### src/rtl/rw_turn_pkg.sv
// Shared types for the read/write turnaround scheduler.
// Assumes: direction is a single bit, 0 for reads and 1 for writes.
package rw_turn_pkg;

    typedef enum logic {
        DIR_RD = 1'b0,
        DIR_WR = 1'b1
    } dir_e;

    // Watermark from a depth and a percentage, rounded down.
    function automatic int unsigned pct_of(input int unsigned depth, input int unsigned pct);
        return (depth * pct) / 100;
    endfunction

endpackage

### src/rtl/rw_burst_count.sv
// Saturating per-direction burst counter.
// Assumes: clr_i and inc_i are never high together (the caller clears only the
// direction being left, and counts only the direction being entered).
module rw_burst_count #(
    parameter int unsigned CNT_W = 4
) (
    input  logic             clk,
    input  logic             rst_n,
    input  logic             inc_i,
    input  logic             clr_i,
    output logic [CNT_W-1:0] cnt_o,
    output logic [CNT_W-1:0] cnt_nxt_o
);
    localparam logic [CNT_W-1:0] CNT_MAX = {CNT_W{1'b1}};

    logic [CNT_W-1:0] cnt_q;

    // Next count: clear wins, otherwise add one and hold at the top value.
    always_comb begin
        cnt_nxt_o = cnt_q;
        if (clr_i)
            cnt_nxt_o = '0;
        else if (inc_i && (cnt_q != CNT_MAX))
            cnt_nxt_o = cnt_q + 1'b1;
    end

    // Count register with synchronous reset.
    always_ff @(posedge clk) begin
        if (!rst_n)
            cnt_q <= '0;
        else
            cnt_q <= cnt_nxt_o;
    end

    assign cnt_o = cnt_q;

    // A turnaround clear must leave the counter at zero.
    assert_cnt_cleared_R6: assert property (@(posedge clk) disable iff (!rst_n)
        clr_i |=> (cnt_o == '0));

endmodule

### src/rtl/rw_dir_decide.sv
// Combinational direction decision for one channel.
// Assumes: occupancies are already reduced by any burst issued at this step,
// and counts already include it.
module rw_dir_decide
    import rw_turn_pkg::*;
#(
    parameter int unsigned OCC_W  = 6,
    parameter int unsigned CNT_W  = 4,
    parameter int unsigned HI_WM  = 16,
    parameter int unsigned LO_WM  = 8,
    parameter int unsigned MIN_RD = 4,
    parameter int unsigned MIN_WR = 4
) (
    input  dir_e             dir_i,
    input  logic [OCC_W-1:0] rd_occ_i,
    input  logic [OCC_W-1:0] wr_occ_i,
    input  logic             drain_i,
    input  logic [CNT_W-1:0] rd_cnt_i,
    input  logic [CNT_W-1:0] wr_cnt_i,
    output dir_e             dir_o
);
    logic [31:0] rd_n, wr_n, rc_n, wc_n;
    logic        leave;

    // Widen everything to 32 bits so the watermark sums cannot wrap.
    always_comb begin
        rd_n = 32'(rd_occ_i);
        wr_n = 32'(wr_occ_i);
        rc_n = 32'(rd_cnt_i);
        wc_n = 32'(wr_cnt_i);
    end

    // Decide whether the direction in force should be left.
    always_comb begin
        leave = 1'b0;
        if (dir_i == DIR_RD) begin
            if (rd_n == 0)
                leave = (wr_n != 0) && (drain_i || (wr_n > LO_WM));
            else
                leave = (wr_n > HI_WM) && (rc_n >= MIN_RD);
        end else begin
            leave = (wr_n == 0)
                 || (((wr_n + MIN_WR) < LO_WM) && !drain_i)
                 || ((rd_n != 0) && (wc_n >= MIN_WR));
        end
        dir_o = leave ? ((dir_i == DIR_RD) ? DIR_WR : DIR_RD) : dir_i;
    end

endmodule

### src/rtl/rw_chan_sched.sv
// Direction state for one pseudo channel.
// Assumes: a step is one scheduling opportunity; the pending next direction is
// applied at the step and a fresh one is computed from that step's inputs.
module rw_chan_sched
    import rw_turn_pkg::*;
#(
    parameter int unsigned OCC_W  = 6,
    parameter int unsigned CNT_W  = 4,
    parameter int unsigned HI_WM  = 16,
    parameter int unsigned LO_WM  = 8,
    parameter int unsigned MIN_RD = 4,
    parameter int unsigned MIN_WR = 4
) (
    input  logic             clk,
    input  logic             rst_n,
    input  logic             step_i,
    input  logic             burst_i,
    input  logic             drain_i,
    input  logic [OCC_W-1:0] rd_occ_i,
    input  logic [OCC_W-1:0] wr_occ_i,
    output logic             cur_wr_o,
    output logic             nxt_wr_o,
    output logic             turn_o
);
    dir_e             cur_q, nxt_q, eff, dec;
    logic             turn_q, turn_now;
    logic [CNT_W-1:0] cnt     [2];
    logic [CNT_W-1:0] cnt_nxt [2];

    // The direction in force for this step is the pending one.
    always_comb begin
        eff      = nxt_q;
        turn_now = step_i && (eff != cur_q);
    end

    // One counter per direction: count bursts in that direction, clear when leaving it.
    for (genvar d = 0; d < 2; d++) begin : g_cnt
        logic inc, clr;
        always_comb begin
            inc = step_i && burst_i && (eff == dir_e'(d));
            clr = turn_now && (cur_q == dir_e'(d));
        end
        rw_burst_count #(.CNT_W(CNT_W)) u_cnt (
            .clk       (clk),
            .rst_n     (rst_n),
            .inc_i     (inc),
            .clr_i     (clr),
            .cnt_o     (cnt[d]),
            .cnt_nxt_o (cnt_nxt[d])
        );
    end

    rw_dir_decide #(
        .OCC_W (OCC_W),
        .CNT_W (CNT_W),
        .HI_WM (HI_WM),
        .LO_WM (LO_WM),
        .MIN_RD(MIN_RD),
        .MIN_WR(MIN_WR)
    ) u_decide (
        .dir_i   (eff),
        .rd_occ_i(rd_occ_i),
        .wr_occ_i(wr_occ_i),
        .drain_i (drain_i),
        .rd_cnt_i(cnt_nxt[0]),
        .wr_cnt_i(cnt_nxt[1]),
        .dir_o   (dec)
    );

    // Direction registers and turnaround pulse.
    always_ff @(posedge clk) begin
        if (!rst_n) begin
            cur_q  <= DIR_RD;
            nxt_q  <= DIR_RD;
            turn_q <= 1'b0;
        end else begin
            turn_q <= turn_now;
            if (step_i) begin
                cur_q <= eff;
                nxt_q <= dec;
            end
        end
    end

    assign cur_wr_o = (cur_q == DIR_WR);
    assign nxt_wr_o = (nxt_q == DIR_WR);
    assign turn_o   = turn_q;

    // Leaving reset both directions are READ.
    assert_reset_read_R1: assert property (@(posedge clk) disable iff (!rst_n)
        $past(!rst_n) |-> (cur_q == DIR_RD && nxt_q == DIR_RD && !turn_q));

    // With no writes queued a READ step can never pick WRITE.
    assert_no_writes_stay_read_R2: assert property (@(posedge clk) disable iff (!rst_n)
        (step_i && nxt_q == DIR_RD && wr_occ_i == '0) |=> (nxt_q == DIR_RD));

    // An empty write queue always sends a WRITE step back to READ.
    assert_empty_writes_back_R4: assert property (@(posedge clk) disable iff (!rst_n)
        (step_i && nxt_q == DIR_WR && wr_occ_i == '0) |=> (nxt_q == DIR_RD));

    // A step moves the pending direction into the current one.
    assert_cur_follows_nxt_R7: assert property (@(posedge clk) disable iff (!rst_n)
        step_i |=> (cur_q == $past(nxt_q)));

    // No step, no change.
    assert_hold_without_step_R7: assert property (@(posedge clk) disable iff (!rst_n)
        !step_i |=> ($stable(cur_q) && $stable(nxt_q) && !turn_q));

    // A pulse always accompanies a real change of direction.
    assert_turn_is_change_R7: assert property (@(posedge clk) disable iff (!rst_n)
        turn_q |-> (cur_q != $past(cur_q)));

endmodule

### src/rtl/rw_turn_sched.sv
// Read/write turnaround scheduler for NUM_CH independent pseudo channels.
// Assumes: occupancy ports are per channel, packed channel 0 in the low bits;
// the drain request applies to all channels alike.
module rw_turn_sched
    import rw_turn_pkg::*;
#(
    parameter int unsigned NUM_CH    = 2,
    parameter int unsigned BUF_DEPTH = 64,
    parameter int unsigned HI_PCT    = 85,
    parameter int unsigned LO_PCT    = 50,
    parameter int unsigned MIN_RD    = 16,
    parameter int unsigned MIN_WR    = 16,
    localparam int unsigned OCC_W    = $clog2(BUF_DEPTH + 1)
) (
    input  logic                    clk,
    input  logic                    rst_n,
    input  logic                    drain_i,
    input  logic [NUM_CH-1:0]       step_i,
    input  logic [NUM_CH-1:0]       burst_i,
    input  logic [NUM_CH*OCC_W-1:0] rd_occ_i,
    input  logic [NUM_CH*OCC_W-1:0] wr_occ_i,
    output logic [NUM_CH-1:0]       cur_dir_o,
    output logic [NUM_CH-1:0]       nxt_dir_o,
    output logic [NUM_CH-1:0]       turn_o
);
    localparam int unsigned HI_WM   = pct_of(BUF_DEPTH, HI_PCT);
    localparam int unsigned LO_WM   = pct_of(BUF_DEPTH, LO_PCT);
    localparam int unsigned MIN_MAX = (MIN_RD > MIN_WR) ? MIN_RD : MIN_WR;
    localparam int unsigned CNT_W   = (MIN_MAX < 1) ? 1 : $clog2(MIN_MAX + 1);

    // Elaboration guard on the watermark order.
    if (LO_WM > HI_WM) begin : g_bad_wm
        $error("rw_turn_sched: low watermark above high watermark");
    end

    // One independent scheduler per pseudo channel.
    for (genvar c = 0; c < NUM_CH; c++) begin : g_ch
        rw_chan_sched #(
            .OCC_W (OCC_W),
            .CNT_W (CNT_W),
            .HI_WM (HI_WM),
            .LO_WM (LO_WM),
            .MIN_RD(MIN_RD),
            .MIN_WR(MIN_WR)
        ) u_ch (
            .clk     (clk),
            .rst_n   (rst_n),
            .step_i  (step_i[c]),
            .burst_i (burst_i[c]),
            .drain_i (drain_i),
            .rd_occ_i(rd_occ_i[c*OCC_W +: OCC_W]),
            .wr_occ_i(wr_occ_i[c*OCC_W +: OCC_W]),
            .cur_wr_o(cur_dir_o[c]),
            .nxt_wr_o(nxt_dir_o[c]),
            .turn_o  (turn_o[c])
        );
    end

endmodule

### config.mk
export PLATFORM = sky130hd
export DESIGN_NAME = rw_turn_sched
export DESIGN_NICKNAME = d
export VERILOG_FILES = /design/src/rtl/rw_turn_pkg.sv /design/src/rtl/rw_burst_count.sv /design/src/rtl/rw_dir_decide.sv /design/src/rtl/rw_chan_sched.sv /design/src/rtl/rw_turn_sched.sv
export SDC_FILE = /design/constraint.sdc
export NUM_CORES = 1
export LEC_CHECK = 0
export ABC_CLOCK_PERIOD_IN_PS = 3100
export BUFFER_PORTS_ARGS = -buffer_cell sky130_fd_sc_hd__buf_2
export CORE_AREA = 2 2 57 59
export CTS_CLUSTER_SIZE = 40
export DETAILED_ROUTE_END_ITERATION = 8
export DIE_AREA = 0 0 59 61
export PLACE_DENSITY = 0.9
export SYNTH_ARGS = -nofsm -noshare
export SYNTH_HDL_FRONTEND = slang
export SYNTH_SLANG_ARGS = --single-unit
### constraint.sdc
create_clock -name clk -period 3.1 [get_ports clk]
set_input_delay 0.31 -clock clk [delete_from_list [all_inputs] [get_ports clk]]
set_output_delay 0.31 -clock clk [all_outputs]
set_load 0.05 [all_outputs]
==> out/results.ini <==
[setup_path]
worstSetupPathType = flip-flop to flip-flop
path_buf_inv = 0
r2r-start = g_ch[1].u_ch.g_cnt[0].u_cnt.cnt_o[0]$_SDFF_PN0_
reg2reg_to = g_ch[1].u_ch.nxt_wr_o$_SDFFE_PN0P_
crit_cells = 8
worstSetupStartpointType = flip-flop
cpMaxStageDelayCell = and4bb_1
crit_path_max_incr_delay_ns = 0.40
cp_cell_sequence = ha_1, and3_1, ha_1, and4bb_1, mux2i_1, nor4b_1, a211oi_1, a311oi_1
arrival_ns = 2.40
critical-path-top-delay-family = simple AND/OR/NAND/NOR gates
r2r_slack_ns = 0.93
endpoint_kind = flip-flop
crit_top_cell = ha_1
ff2ff_path_depth = 8
crit_fanout = 5
cp.required_ns = 3.33

[die]
die_w_um = 59
die_y_um = 61
row_count = 20
fp.dieArea_um2 = 3600
start_util = 0.536
core_area_um2 = 2950
ioPinCount = 41

[place]
place_area_um2 = 1750
port_buffers = 40
globalplace.congestion = 0.801
post-dp-hpwl_mm = 2.44

[timing]
max_slew_margin = 0.643
rsz0062_at_grt = false
tns_ns = 0
final-setup-viol-count = 0
drv_slew = 0
final_hold_viol_count = 0
fmax_ghz = 0.461
period_minus_slack_ns = 2.17
worst_pin_slew_ns = 0.529
finClkSkew_ns = 0.00197
fin_crit_sh = 0.700

[logic_synthesis]
synth-edff-count = 0
async_flop_share = 0
synth-seq-cells = 26
syn_inst = 172
yosys_most_used_dff = dfxtp_1
yosys_warnings = 0
synth.area.mux_share = 0.0316
syn_area_um2 = 1580
synth_top_family_by_area = simple AND/OR/NAND/NOR gates
synth_compound_area_frac = 0.127
yosysSeqAreaShare = 0.329
ys_types = 43
synth_xor_area_frac = 0.0774
yosys.area_share.simple = 0.269
synth_fa_ha_area_frac = 0.111
syn_avg_cell_area_um2 = 9.21
syn-num-nets = 221

[cts]
clock_path_buffers = 2
cts_htree_levels = 1
clockRootBuffer = clkbuf_4
clk_latency_ns = 0.32
post_cts_buffers = 0
clock-sinks = 26
post_cts_resized = 0
postCtsHoldBufs = 0
numCtsBuffers = 3
cts_tree = yes
path_clk_slew_ns = 0.13

[drt]
drt_pass1_iterations = 4
drtIter0Drc = 19
wl_per_cell_um = 12.7
vias_per_cell = 5.64
drc_errors = 0
vias = 1337
ant_nets = 0
routed_wl_mm = 3.02

[layout]
diodes = 0
drive_gt1_frac = 0.250
n_fill_cell = 276
area_growth_pct = 12.0
layout.nets = 255
fin_area_um2 = 1770
utilization = 0.601
regArea_um2 = 520
multi_input_area_um2 = 975

[status]
status = complete, no violations

[power]
p_switching_w = 0.000137
peakVddDrop_mv = 0.165
pwr-share-clk = 0.253
p_int_w = 0.000418
p_per_area_nw_per_um2 = 313
leakagePower_nw = 0.831
pwr-share-seq = 0.615
power_frac_comb = 0.132
sw_frac_of_total = 0.247

[grt]
antenna_found_initial = 0
grt_first_pass_wirelength_mm = 5.22
grt_remaining_overflow = 0
grt_max_degree = 14
track_usage = 0.187
grt_pass1_vias = 1248

[hold_path]
hp-class = input port to flip-flop
hp-start = step_i[1]
hold_end = g_ch[1].u_ch.nxt_wr_o$_SDFFE_PN0P_
hold_depth = 2

[flow_run]
drv_cap = 0

-- cell type report --
cell class | instances | share of cell area
Multi-Input combinational cell | 131 | 0.549
Tap cell | 33 | 0.0233
Sequential cell | 26 | 0.293
Timing Repair Buffer | 40 | 0.113
Clock buffer | 3 | 0.0127
Inverter | 4 | 0.00846
-- routing by layer --
| metal | up-vias | GRT usage | routed length, um |
|---|---|---|---|
| li1 | 676 | - | - |
| met1 | 624 | 0.231 | 1380 |
| met2 | 33 | 0.332 | 1500 |
| met3 | 4 | 0.0128 | 81 |
| met4 | 0 | 0.0877 | 55 |
| met5 | - | 0 | 0 |
-- cells in the mapped netlist (all sizes together) (3+ instances only) --
master  count  area, um^2
or4         4        37.5
nand2      15        56.3
dfxtp      26         521
mux2i       5        50.1
ha         14         175
nor2       21        78.8
xor2       12         105
nor3b       3        27.5
nand2b      3        18.8
and3        6        37.5
nand4       4        25.0
inv         4        15.0
buf        10        70.1
o21ai       7        35.0
a21oi       3        15.0
-- how the worst max path moves through the flow --
stage,from,to,slack [ns]
after detailed placement,g_ch[1].u_ch.g_cnt[0].u_cnt.cnt_o[0]$_SDFF_PN0_,g_ch[1].u_ch.nxt_wr_o$_SDFFE_PN0P_,0.95
after global placement,g_ch[1].u_ch.g_cnt[0].u_cnt.cnt_o[0]$_SDFF_PN0_,g_ch[1].u_ch.nxt_wr_o$_SDFFE_PN0P_,1.08
after floorplan,g_ch[1].u_ch.g_cnt[0].u_cnt.cnt_o[0]$_SDFF_PN0_,g_ch[1].u_ch.nxt_wr_o$_SDFFE_PN0P_,1.18
final,g_ch[1].u_ch.g_cnt[0].u_cnt.cnt_o[0]$_SDFF_PN0_,g_ch[1].u_ch.nxt_wr_o$_SDFFE_PN0P_,0.93
after global routing,g_ch[1].u_ch.g_cnt[0].u_cnt.cnt_o[0]$_SDFF_PN0_,g_ch[1].u_ch.nxt_wr_o$_SDFFE_PN0P_,0.80
after CTS,g_ch[1].u_ch.g_cnt[0].u_cnt.cnt_o[0]$_SDFF_PN0_,g_ch[1].u_ch.nxt_wr_o$_SDFFE_PN0P_,0.91
-- sequential cells by signal, indices dropped and copies added, names as in the netlist --
name                         flops
g_ch.u_ch.nxt_wr_o               2
g_ch.u_ch.turn_o                 2
g_ch.u_ch.g_cnt.u_cnt.cnt_o     20
g_ch.u_ch.cur_wr_o               2
-- metrics by stage --
stage / std cells / worst slack, ns / hold WS (ns) / power [W]
floorplan: 172 / 1.18 / 0.453 / 0.000387
global route: 237 / 0.804 / 0.306 / 0.000586
detailed placement: 234 / 0.947 / 0.466 / 0.000422
global placement: 234 / 1.08 / 0.466 / 0.000419
CTS: 237 / 0.913 / 0.298 / 0.000560
finish: 237 / 0.928 / 0.308 / 0.000555
-- kinds of logic (layout without fill, tap and decap cells) --
family | count (synthesis) | count (layout)
AO/OA/AOI/OAI | 27 | 27
buffers and inverters | 15 | 47
multiplexers | 5 | 5
AND/OR/NAND/NOR | 71 | 71
XOR/XNOR | 14 | 14
flip-flops | 26 | 26
adder cells (fa/ha/maj) | 14 | 14
-- power groups by stage --
stage	sequential, W	clock, W	combinational (W)
final	0.000341	0.000140	0.0000730
after detailed placement	0.000349	0	0.0000730
after global routing	0.000342	0.000162	0.0000823
after floorplan	0.000348	0	0.0000391
after global placement	0.000348	0	0.0000703
after CTS	0.000341	0.000146	0.0000733
-- cells in the final DEF, fill, tap and decap left out, drive strengths merged, types with 4 or more instances in the layout --
cell	netlist	layout
o21ai	7	7
or4	4	4
inv	4	4
dfxtp	26	26
buf	10	40
mux2i	5	5
nor2	21	21
ha	14	14
nand4	4	4
xor2	12	12
and3	6	6
nand2	15	15
(Power assumes the default switching activity.)
